<file path="src/rtl/sbp_pkg.sv">
// Shared constants and helpers for the serial bank port.
// Assumes a header byte of signature[3:0], id[1:0], data flag, read flag.
package sbp_pkg;
    localparam int HDR_W = 8;
    localparam logic [3:0] SIGNATURE = 4'b1011;

    typedef struct packed {
        logic [3:0] sig;
        logic [1:0] id;
        logic       is_data;
        logic       is_read;
    } hdr_t;

    // True when the header carries the signature and this device's identity.
    function automatic logic hdr_accepts(input hdr_t h, input logic [1:0] id);
        return (h.sig == SIGNATURE) && (h.id == id);
    endfunction
endpackage

</file>
<file path="src/rtl/sbp_sync.sv">
// Multi-stage synchronizer with rise/fall detection for each bit.
// Assumes inputs are asynchronous and change slower than a few clk cycles.
module sbp_sync #(
    parameter int WIDTH  = 3,
    parameter int STAGES = 2
) (
    input  logic             clk,
    input  logic             rst_n,
    input  logic [WIDTH-1:0] d_in,
    output logic [WIDTH-1:0] d_sync,
    output logic [WIDTH-1:0] d_rise,
    output logic [WIDTH-1:0] d_fall
);
    for (genvar b = 0; b < WIDTH; b++) begin : g_bit
        logic [STAGES-1:0] chain;
        logic              prev;

        // Shift the raw input through the synchronizing chain.
        always_ff @(posedge clk) begin
            if (!rst_n) chain <= '0;
            else        chain <= {chain[STAGES-2:0], d_in[b]};
        end

        // Remember the last synchronized value for edge detection.
        always_ff @(posedge clk) begin
            if (!rst_n) prev <= 1'b0;
            else        prev <= chain[STAGES-1];
        end

        assign d_sync[b] = chain[STAGES-1];
        assign d_rise[b] = chain[STAGES-1] & ~prev;
        assign d_fall[b] = ~chain[STAGES-1] & prev;
    end
endmodule

</file>
<file path="src/rtl/sbp_frame.sv">
// Frame receiver: counts bits, captures and checks the header, and raises
// one-cycle strobes for read start and write commit.
// Assumes sset/sclk/sdata are already synchronized to clk.
module sbp_frame
    import sbp_pkg::*;
#(
    parameter int REG_W = 8
) (
    input  logic             clk,
    input  logic             rst_n,
    input  logic             sset_s,
    input  logic             sclk_rise,
    input  logic             sdata_s,
    input  logic [1:0]       dev_id,
    output logic             rd_start,
    output logic             rd_is_data,
    output logic             frame_end,
    output logic             wr_ptr_en,
    output logic             wr_dat_en,
    output logic [REG_W-1:0] wr_byte
);
    localparam int FRAME_W = HDR_W + REG_W;
    localparam int CNT_W   = $clog2(FRAME_W);
    localparam int SH_W    = (HDR_W > REG_W ? HDR_W : REG_W) - 1;

    logic [CNT_W-1:0] bit_cnt;
    logic [SH_W-1:0]  sh;
    logic             hdr_ok;
    logic             hdr_data;
    logic             hdr_read;
    logic             take;
    logic             last_hdr_bit;
    logic             last_bit;
    hdr_t             hdr_now;
    logic             hdr_pass;

    assign take         = sset_s & sclk_rise;
    assign last_hdr_bit = take && (bit_cnt == CNT_W'(HDR_W - 1));
    assign last_bit     = take && (bit_cnt == CNT_W'(FRAME_W - 1));
    assign hdr_now      = hdr_t'({sh[HDR_W-2:0], sdata_s});
    assign hdr_pass     = hdr_accepts(hdr_now, dev_id);

    // Bit counter; a low strobe restarts the frame.
    always_ff @(posedge clk) begin
        if (!rst_n)          bit_cnt <= '0;
        else if (!sset_s)    bit_cnt <= '0;
        else if (last_bit)   bit_cnt <= '0;
        else if (take)       bit_cnt <= bit_cnt + 1'b1;
    end

    // Serial shift register holding the bits received so far.
    always_ff @(posedge clk) begin
        if (!rst_n)     sh <= '0;
        else if (take)  sh <= {sh[SH_W-2:0], sdata_s};
    end

    // Header verdict and flags, held for the payload half of the frame.
    always_ff @(posedge clk) begin
        if (!rst_n) begin
            hdr_ok   <= 1'b0;
            hdr_data <= 1'b0;
            hdr_read <= 1'b0;
        end else if (!sset_s || last_bit) begin
            hdr_ok   <= 1'b0;
            hdr_data <= 1'b0;
            hdr_read <= 1'b0;
        end else if (last_hdr_bit) begin
            hdr_ok   <= hdr_pass;
            hdr_data <= hdr_now.is_data;
            hdr_read <= hdr_now.is_read;
        end
    end

    assign rd_start   = last_hdr_bit && hdr_pass && hdr_now.is_read;
    assign rd_is_data = hdr_now.is_data;
    assign frame_end  = last_bit;
    assign wr_ptr_en  = last_bit && hdr_ok && !hdr_read && !hdr_data;
    assign wr_dat_en  = last_bit && hdr_ok && !hdr_read &&  hdr_data;
    assign wr_byte    = {sh[REG_W-2:0], sdata_s};
endmodule

</file>
<file path="src/rtl/sbp_banks.sv">
// Bank pointer plus the register banks, with the fault hook on bank 0.
// Assumes bank 0 bits MODE_W-1:0 hold the step mode, zero meaning standby.
module sbp_banks #(
    parameter int NUM_BANKS = 8,
    parameter int REG_W     = 8,
    parameter int MODE_W    = 3
) (
    input  logic                       clk,
    input  logic                       rst_n,
    input  logic                       wr_ptr_en,
    input  logic                       wr_dat_en,
    input  logic [REG_W-1:0]           wr_byte,
    input  logic                       fault,
    output logic [$clog2(NUM_BANKS)-1:0] ptr,
    output logic [REG_W-1:0]           rd_bank,
    output logic [NUM_BANKS*REG_W-1:0] banks_flat,
    output logic                       hold
);
    localparam int PTR_W = $clog2(NUM_BANKS);

    logic [REG_W-1:0] bank_q [NUM_BANKS];
    logic             wr_bank0;
    logic             live_mode;

    assign wr_bank0  = wr_dat_en && (ptr == '0);
    assign live_mode = (wr_byte[MODE_W-1:0] != '0);

    // Bank pointer loaded by address writes.
    always_ff @(posedge clk) begin
        if (!rst_n)         ptr <= '0;
        else if (wr_ptr_en) ptr <= wr_byte[PTR_W-1:0];
    end

    for (genvar k = 0; k < NUM_BANKS; k++) begin : g_bank
        logic sel;
        assign sel = wr_dat_en && (ptr == PTR_W'(k));
        if (k == 0) begin : g_guarded
            // Bank 0: serial writes, with the mode field forced to standby on fault.
            always_ff @(posedge clk) begin
                if (!rst_n) begin
                    bank_q[k] <= '0;
                end else begin
                    if (sel) bank_q[k] <= wr_byte;
                    if (fault) bank_q[k][MODE_W-1:0] <= '0;
                end
            end
        end else begin : g_plain
            // Other banks: plain serial writes.
            always_ff @(posedge clk) begin
                if (!rst_n)   bank_q[k] <= '0;
                else if (sel) bank_q[k] <= wr_byte;
            end
        end
        assign banks_flat[k*REG_W +: REG_W] = bank_q[k];
    end

    // Fault lock: set by fault, released by a live-mode bank 0 write.
    always_ff @(posedge clk) begin
        if (!rst_n)                     hold <= 1'b0;
        else if (fault)                 hold <= 1'b1;
        else if (wr_bank0 && live_mode) hold <= 1'b0;
    end

    assign rd_bank = bank_q[ptr];
endmodule

</file>
<file path="src/rtl/sbp_shiftout.sv">
// Read-back shifter driving the serial output on falling bit-clock edges.
// Assumes the load strobe arrives on the rising edge of the last header bit.
module sbp_shiftout #(
    parameter int REG_W = 8
) (
    input  logic             clk,
    input  logic             rst_n,
    input  logic             sset_s,
    input  logic             sclk_fall,
    input  logic             load,
    input  logic [REG_W-1:0] load_val,
    input  logic             frame_end,
    output logic             so
);
    logic [REG_W-1:0] osh;
    logic             active;

    // Read window: open from header end until frame end or strobe drop.
    always_ff @(posedge clk) begin
        if (!rst_n)                   active <= 1'b0;
        else if (!sset_s || frame_end) active <= 1'b0;
        else if (load)                active <= 1'b1;
    end

    // Output shifter, advanced on each falling bit clock within the window.
    always_ff @(posedge clk) begin
        if (!rst_n)                       osh <= '0;
        else if (load)                    osh <= load_val;
        else if (sclk_fall && active)     osh <= {osh[REG_W-2:0], 1'b0};
    end

    // Output bit: MSB of the shifter during a read, low otherwise.
    always_ff @(posedge clk) begin
        if (!rst_n)          so <= 1'b0;
        else if (!sset_s)    so <= 1'b0;
        else if (sclk_fall)  so <= active ? osh[REG_W-1] : 1'b0;
    end
endmodule

</file>
<file path="src/rtl/serial_bank_port.sv">
// Top: three-wire serial slave giving indirect access to configuration banks.
// Assumes the serial clock is slower than clk by well over SYNC_STAGES+2 cycles.
module serial_bank_port #(
    parameter int NUM_BANKS   = 8,
    parameter int REG_W       = 8,
    parameter int MODE_W      = 3,
    parameter int SYNC_STAGES = 2
) (
    input  logic                       clk,
    input  logic                       rst_n,
    input  logic                       sset,
    input  logic                       sclk,
    input  logic                       sdata,
    input  logic [1:0]                 dev_id,
    input  logic                       fault,
    output logic                       so,
    output logic [$clog2(NUM_BANKS)-1:0] bank_ptr,
    output logic [NUM_BANKS*REG_W-1:0] cfg_banks,
    output logic                       fault_hold
);
    localparam int PTR_W = $clog2(NUM_BANKS);

    logic [2:0]       s_sync, s_rise, s_fall;
    logic             sset_s, sclk_rise, sclk_fall, sdata_s;
    logic             rd_start, rd_is_data, frame_end;
    logic             wr_ptr_en, wr_dat_en;
    logic [REG_W-1:0] wr_byte, rd_bank, rd_val;

    sbp_sync #(.WIDTH(3), .STAGES(SYNC_STAGES)) u_sync (
        .clk(clk), .rst_n(rst_n), .d_in({sdata, sclk, sset}),
        .d_sync(s_sync), .d_rise(s_rise), .d_fall(s_fall)
    );

    assign sset_s    = s_sync[0];
    assign sclk_rise = s_rise[1];
    assign sclk_fall = s_fall[1];
    assign sdata_s   = s_sync[2];

    sbp_frame #(.REG_W(REG_W)) u_frame (
        .clk(clk), .rst_n(rst_n), .sset_s(sset_s), .sclk_rise(sclk_rise),
        .sdata_s(sdata_s), .dev_id(dev_id), .rd_start(rd_start),
        .rd_is_data(rd_is_data), .frame_end(frame_end),
        .wr_ptr_en(wr_ptr_en), .wr_dat_en(wr_dat_en), .wr_byte(wr_byte)
    );

    sbp_banks #(.NUM_BANKS(NUM_BANKS), .REG_W(REG_W), .MODE_W(MODE_W)) u_banks (
        .clk(clk), .rst_n(rst_n), .wr_ptr_en(wr_ptr_en), .wr_dat_en(wr_dat_en),
        .wr_byte(wr_byte), .fault(fault), .ptr(bank_ptr), .rd_bank(rd_bank),
        .banks_flat(cfg_banks), .hold(fault_hold)
    );

    assign rd_val = rd_is_data ? rd_bank : REG_W'(bank_ptr);

    sbp_shiftout #(.REG_W(REG_W)) u_out (
        .clk(clk), .rst_n(rst_n), .sset_s(sset_s), .sclk_fall(sclk_fall),
        .load(rd_start), .load_val(rd_val), .frame_end(frame_end), .so(so)
    );
endmodule

</file>
<file path="config.mk">
export PLATFORM = sky130hd
export DESIGN_NAME = serial_bank_port
export DESIGN_NICKNAME = d
export VERILOG_FILES = /design/src/rtl/sbp_pkg.sv /design/src/rtl/sbp_sync.sv /design/src/rtl/sbp_frame.sv /design/src/rtl/sbp_banks.sv /design/src/rtl/sbp_shiftout.sv /design/src/rtl/serial_bank_port.sv
export SDC_FILE = /design/constraint.sdc
export NUM_CORES = 1
export LEC_CHECK = 0
export BUFFER_PORTS_ARGS = -buffer_cell sky130_fd_sc_hd__clkbuf_2
export CAP_MARGIN = 30
export CORE_MARGIN = 1
export CORE_UTILIZATION = 50
export CTS_CLUSTER_SIZE = 24
export DETAILED_ROUTE_END_ITERATION = 10
export PLACE_DENSITY = 0.72
export SYNTH_ARGS = -nofsm -noshare
export SYNTH_HDL_FRONTEND = slang
export SYNTH_HIERARCHICAL = 1
export SYNTH_SLANG_ARGS = --single-unit
</file>
<file path="constraint.sdc">
create_clock -name clk -period 4.8 [get_ports clk]
set_input_delay 0.48 -clock clk [delete_from_list [all_inputs] [get_ports clk]]
set_output_delay 0.48 -clock clk [all_outputs]
set_load 0.02 [all_outputs]
</file>
==> run summary, run 1 <==
The filler-free cell count of the finished design came out at 539. The peak supply drop is 0.217 mV. The worst-case clock skew came out at 0.00869 ns. The type of the worst setup path is flop to flop. The count of nets after finishing came out at 435. TritonCTS created 9 clock buffers.

The buffer type at the clock tree root is clkbuf_8. The library cell used most frequently in the layout, excluding fill and tap cells, is clkbuf_2. The total count of hold-check failures in the final report came out at 0. Based on the critical path, the design can be clocked at up to 368 MHz.

The area of the placeable core is 8760 um2. Among cell families on the critical path, the largest total delay comes from simple AND/OR/NAND/NOR gates. Fill cells in the final layout number 719. The post-synthesis to final-layout area growth is 14.6%. The worst pin sits at a relative slew slack of 31.6%. Summed over all cells, the static leakage comes to 2.04 nW. The count of buffers added on input and output ports is 76. The placed instances occupy a cell area of 5000 um2. The maximum buffer depth of the clock tree is 2. In this design, the critical path's most frequently occurring cell is and3_1. The number of max-cap violations came out at 0. The setup fix buffers added after clock tree synthesis came out at 0. In the final layout, the multi-input gates occupy 1770 um2. The horizontal die dimension is about 98 um.

In this design, the stage delay of the slowest critical-path cell is between 0.8 and 0.9 ns. Of the total power, registers draw between 50% and 60%. The first detailed-routing pass took 5 iterations. The final critical-path required period is between 2 and 3 ns. The final weighted congestion in routability-driven placement is 0.808. The area of the die came out at between 9000 and 10000 um2. The chip height is between 90 and 100 um. The initial cell density of the core is 52.1%. Entering global routing, the biggest net connects 32 pins.

Setup repair after global routing left no endpoint under its margin. Once detailed placement completed, the half-perimeter wirelength came to 7500 um. The max-slew violation count came to 0. After detailed placement, the design holds a cell count of 522. The share of the clock period used by the worst path after layout came out at 56.6%.

In this run the power spent charging and discharging nets is about 380 uW. The final sum of negative setup slack is 0 ns. The number of standard-cell rows in the floorplan is 34. The clock-pin slew on the worst setup and hold paths came out at 0.09 ns.

The number of hold buffers added after cts came out at 0. The critical path goes through nor2b_1 > and3_4 > and3_1 > and3_1 > nand2_1 > o21ai_0. The area of all sequential standard cells came out at 2680 um2. After detailed routing, the total wire length is 10300 um. The areal power density over the cells came out at approximately 320 nW/um2. The depth of the CTS H-tree came out at 3.

The total congestion overflow came out at 0. STA classifies the critical path startpoint as a flop. The switching part of the total is roughly 23%.

The detailed-route via count came out at 3026. The classification of the worst-slack hold path is input pin to flop. The total chip power is 1.66 mW. The relative contribution of combinational cells to total power came out at ~6.7%. The peak fanout along the critical path came out at 8. For the pin with the worst max-slew slack, the measured transition is a little over 1 ns. TritonCTS built the clock tree. The number of antenna-violating nets in the routed design is 0. The number of violations reported at the end of detailed-routing iteration 0 came out at 228. Synthesis produced a netlist whose cell count is 347. The buffer and inverter count on the worst path is 0. The worst slack on hold paths came out at 0.312 ns.

After synthesis, the mean cell area works out to about 13 um2. After routing the design area is 5230 um2. The aggregate global-route resource usage came out at 22.4%. The share of layout cells above drive strength 1 is between 20% and 30%. The total setup violations reported at the end of the flow is 0. The remaining routing DRC violations is 0. The clock insertion delay at the later pin of the skew report is ~0.36 ns.

The quantity of gates resized following cts came out at 0. The worst setup path is captured at a flop. The clock sink count came out at 102. The number of diodes came out at 0.

The netlist area before placement came out at about 4600 um2. The number of nets handed over by synthesis was around 360. The number of global-route vias before repair is 2914. During synthesis, Yosys emitted a total of 6 warnings. The internal portion of the total power is around 1.3 mW.

The average wire per standard cell came out at 19.1 um. The number of top-level pins is between 70 and 80. The largest individual stage delay along the critical path comes from the cell o21ai_0. The share of total power dissipated in the clock network is 34.1%. The number of antenna violations at the first check in global routing is 0. The top cell types in the final layout, fill and taps aside, are clkbuf_2 (76), and2_1 (68), edfxtp_1 (64). The first-pass GRT wire length came out at 15900 um.

The arrival time of data at the critical path endpoint came out at 2.70 ns. After detailed routing, the number of vias per cell comes to 5.61. The run finished with clean final reports.

The required time at the worst-slack endpoint came out at approximately 4.8 ns.
[sequential cells by signal, summed over array words and instances, names as in the netlist, named ones only]
signal	count
u_frame/hdr_read	1
u_frame/hdr_ok	1
u_frame/bit_cnt	4
u_banks/hold	1
u_banks/ptr	3
u_out/osh	8
u_out/so	1
u_frame/sh	7
u_sync/g_bit.prev	1
u_banks/bank_q	64
u_out/active	1
u_frame/hdr_data	1
u_sync/g_bit.chain	6
[layer usage]
metal | GRT usage [%] | vias to the layer above | routed length, um
li1 | - | 1422 | -
met1 | 30.2 | 1471 | 4460
met2 | 35.2 | 121 | 4880
met3 | 4.68 | 12 | 752
met4 | 9.05 | 0 | 195
met5 | 0 | - | 0
[metrics by stage]
stage          utilization (%)  setup WS (ns)
3_5_place_dp              57.1           2.07
2_1_floorplan                -           2.39
3_3_place_gp              56.8           2.11
4_1_cts                   59.6           2.04
5_1_grt                   59.7           1.93
6_report                  59.7           2.09
[power groups by stage]
| stage | clock network (mW) | logic, mW | registers [mW] |
|---|---|---|---|
| 2_1_floorplan | 0 | 0.0329 | 1.03 |
| 3_3_place_gp | 0 | 0.109 | 1.00 |
| 3_5_place_dp | 0 | 0.112 | 1.00 |
| 4_1_cts | 0.573 | 0.112 | 0.981 |
| 5_1_grt | 0.607 | 0.118 | 0.985 |
| 6_report | 0.565 | 0.112 | 0.981 |
[layout make-up]
type                            count  area share [%]
Inverter                            3           0.215
Clock inverter                      3           0.383
Sequential cell                   102            51.3
Timing Repair Buffer               81            7.75
Tap cell                          108            2.58
Clock buffer                       13            3.85
Multi-Input combinational cell    229            33.9
[path summary, 6_finish.rpt]
kind / slack (ns) / cells past startpoint / to / start
setup / recovery: 2.09 / 6 / u_banks/bank_q[7][2] / u_sync/g_bit[1].chain[1]
hold / removal: 0.31 / 2 / u_sync/g_bit[0].chain[0] / sset
setup reg to reg: 2.09 / 6 / u_banks/bank_q[7][2] / u_sync/g_bit[1].chain[1]
hold reg to reg: 0.44 / 1 / u_sync/g_bit[1].chain[1] / u_sync/g_bit[1].chain[0]
Power figures use the tool's default switching activity.
==> run 2: changes to the inputs <==
Clock period 4.8 ns to 2.6 ns, I/O delays scaled along.
==> run summary, run 2 (same netlist as run 1, synthesis figures left out) <==
The area of the die is 9510 um2. The leakage component of the power is 2.10 nW. The switching part of the total is 25.0%. The worst-case IR drop observed on VDD is 0.271 mV. For flop-to-flop paths, the worst setup slack is 0.30 ns. The most repeated library cell on the critical path is and3_1. The post-placement worst setup slack is 0.352 ns. The aggregate global-route resource usage is 22.4%.

The final core utilization is roughly three fifths. The worst setup path is captured at a flop. The final critical-path required period is 2.30 ns. The number of global-route vias before repair was 2949. The count of nets after finishing is ~450. In this run the worst hold path is classified as input pin to flop. At the end of routability-driven placement, the weighted congestion stood at ~0.8. The share of total power dissipated in sequential elements is 61.3%. The number of flip-flops in the largest register is 64. Summed over all failing endpoints, the final setup total negative slack is 0 ns. The areal power density over the cells came out at 554 nW/um2. The final worst-path setup slack is 0.298 ns. The maximum buffer depth of the clock tree is 2. The chip height came out at 97.5 um. The die is 97.5 um wide. The number of violations reported at the end of detailed-routing iteration 0 is about 140.

Internal power comes to 2.21 mW. The number of top-level pins came out at 77. The flow ran to the end, and the final reports show no timing, DRC or antenna violations. The relative contribution of combinational cells to total power is 7.4%. The quantity of gates resized following cts is 0. The top cell types in the final layout, fill and taps aside, are clkbuf_2 (76), and2_1 (68), edfxtp_1 (64). In the final layout, the multi-input gates occupy 1770 um2. For this design, the sink count on the clock tree is 102. The slowest cell on the critical path is nor2_1. The number of hold buffers added after cts came out at 0.

The detailed-route via count is between 3000 and 4000. The critical path is of the flop to flop type. Clock tree synthesis inserted a total of 9 buffers. The depth of the CTS H-tree is 3.

In the routed design, unresolved DRC markers number 0. Leaving out fill and tap cells, the most frequent cell in the layout is clkbuf_2. The first-pass GRT wire length came out at 16100 um. The max-slew violation count is 0. Setup repair after global routing left no endpoint under its margin. The arrival time of data at the critical path endpoint is 2.53 ns. For this block, the routed nets add up to 10300 um of wire.

The number of fillers in the final layout came out at just over 700. The number of setup buffers added after CTS is 0. The initial utilization of the core area, before any placement, comes to 52.1%.

STA classifies the critical path startpoint as a flop. The number of max-cap violations came out at 0. The worst-case clock skew is 0.0128 ns. 0 antenna diodes ended up in the layout. The peak fanout along the critical path came out at 8. The largest net degree at the start of global routing came out at 19. The estimated wirelength of the detail-placed design came out at 7560 um.

The area of all sequential standard cells is 2680 um2. TritonCTS built the clock tree. After floorplanning, the core was divided into 34 placement rows.

Walking the worst path, the cells encountered are ha_1 > and3_4 > and3_1 > and3_1 > nand3_1 > nor2_1 > and2_1. The core region is 8760 um2. The largest registers in the layout are u_banks/bank_q (64), u_out/osh (8), u_frame/sh (7). The post-route netlist has 30.2% of its cells at a drive strength greater than 1.

The share of the clock period used by the worst path after layout came out at 88.5%. The worst stage delay on the critical path came out at 0.51 ns. Clock latency on the worst-skew pair, taken at its later pin, is 0.37 ns. The clock network is responsible for 31.3% of the overall power. The required time at the worst-slack endpoint is 2.83 ns.

From synthesis to final layout, the design area changed by 16.6%. The number of buffers added on ports came out at 76. The root buffer cell chosen for the clock tree is clkbuf_8. The total count of hold-check failures in the final report was 0.

The average wire per standard cell is 18.5 um. The number of antenna-violating nets in the routed design is 0. The number of iterations in the first detailed-routing pass came out at 4. The detailed-route vias per instance is 5.46. Static timing analysis puts the maximum clock frequency at around 430 MHz. The total congestion overflow is 0. Headroom to the max-slew limit came out at between 50 and 60%.

The clock-pin slew on the worst setup and hold paths came out at 0.10 ns. The net switching component of the power came out at roughly 740 uW. The number of antenna violations at the first check in global routing came out at 0. The total setup violations reported at the end of the flow came out at 0. The transition time at the pin with the least slew margin is about 0.60 ns. Counting flops per register, the top entry is u_banks/bank_q.
[run 2: cell types whose count changed in the layout (fill, tap and decap cells not counted), moves of 2 or more]
cell,change
buf_2,-5
buf_4,+21
clkbuf_16,-2
clkbuf_8,-2
clkinvlp_4,+3
inv_8,+2
[run 2: routing by layer]
layer | routed length [um] | share of wire, % | up-vias | global-route usage (%)
met5 | 0 | 0 | - | 0
met4 | 206 | 2.0 | 0 | 7.58
met3 | 619 | 6.0 | 14 | 4.46
met2 | 5000 | 49 | 96 | 35.7
met1 | 4430 | 43 | 1469 | 30.8
li1 | - | - | 1454 | -
[run 2: path summary, 6_finish.rpt]
check	startpoint	endpoint	cells after the start
setup / recovery	u_frame/bit_cnt[0]	u_banks/bank_q[5][6]	7
hold / removal	sclk	u_sync/g_bit[1].chain[0]	2
setup reg to reg	u_frame/bit_cnt[0]	u_banks/bank_q[5][6]	7
hold reg to reg	u_sync/g_bit[1].chain[0]	u_sync/g_bit[1].chain[1]	1
[run 2: area by class of cell]
type / instances / area share, %
flip-flops and latches: 102 / 50.4
clock buffers: 9 / 2.33
clock inverters: 7 / 1.11
multi-input cells: 229 / 33.3
well taps: 108 / 2.54
repair buffers: 97 / 10.1
inverters: 3 / 0.212
[run 2: worst max-delay path: cells and delay by family, from the launching register on]
family	cells	cell delay, ns
adder cells (fa/ha/maj)	1	0.20
AND/OR/NAND/NOR	6	1.58
flip-flops	1	0.38
[run 2: power groups by stage]
stage | Sequential (mW) | Combinational, mW | Clock (mW)
6_report | 1.81 | 0.219 | 0.922
3_3_place_gp | 1.84 | 0.217 | 0
4_1_cts | 1.81 | 0.221 | 0.946
3_5_place_dp | 1.84 | 0.220 | 0
5_1_grt | 1.81 | 0.232 | 1.01
2_1_floorplan | 1.90 | 0.0608 | 0
[run 2: through the flow]
step           hold WS (ns)  power, mW  instances  cell area (um2)
2_1_floorplan         0.382       1.96        347             4560
3_3_place_gp          0.415       2.06        539             5140
5_1_grt              0.0777       3.06        555             5320
6_report             0.0939       2.95        555             5320
4_1_cts              0.0765       2.97        555             5320
3_5_place_dp          0.422       2.06        539             5140
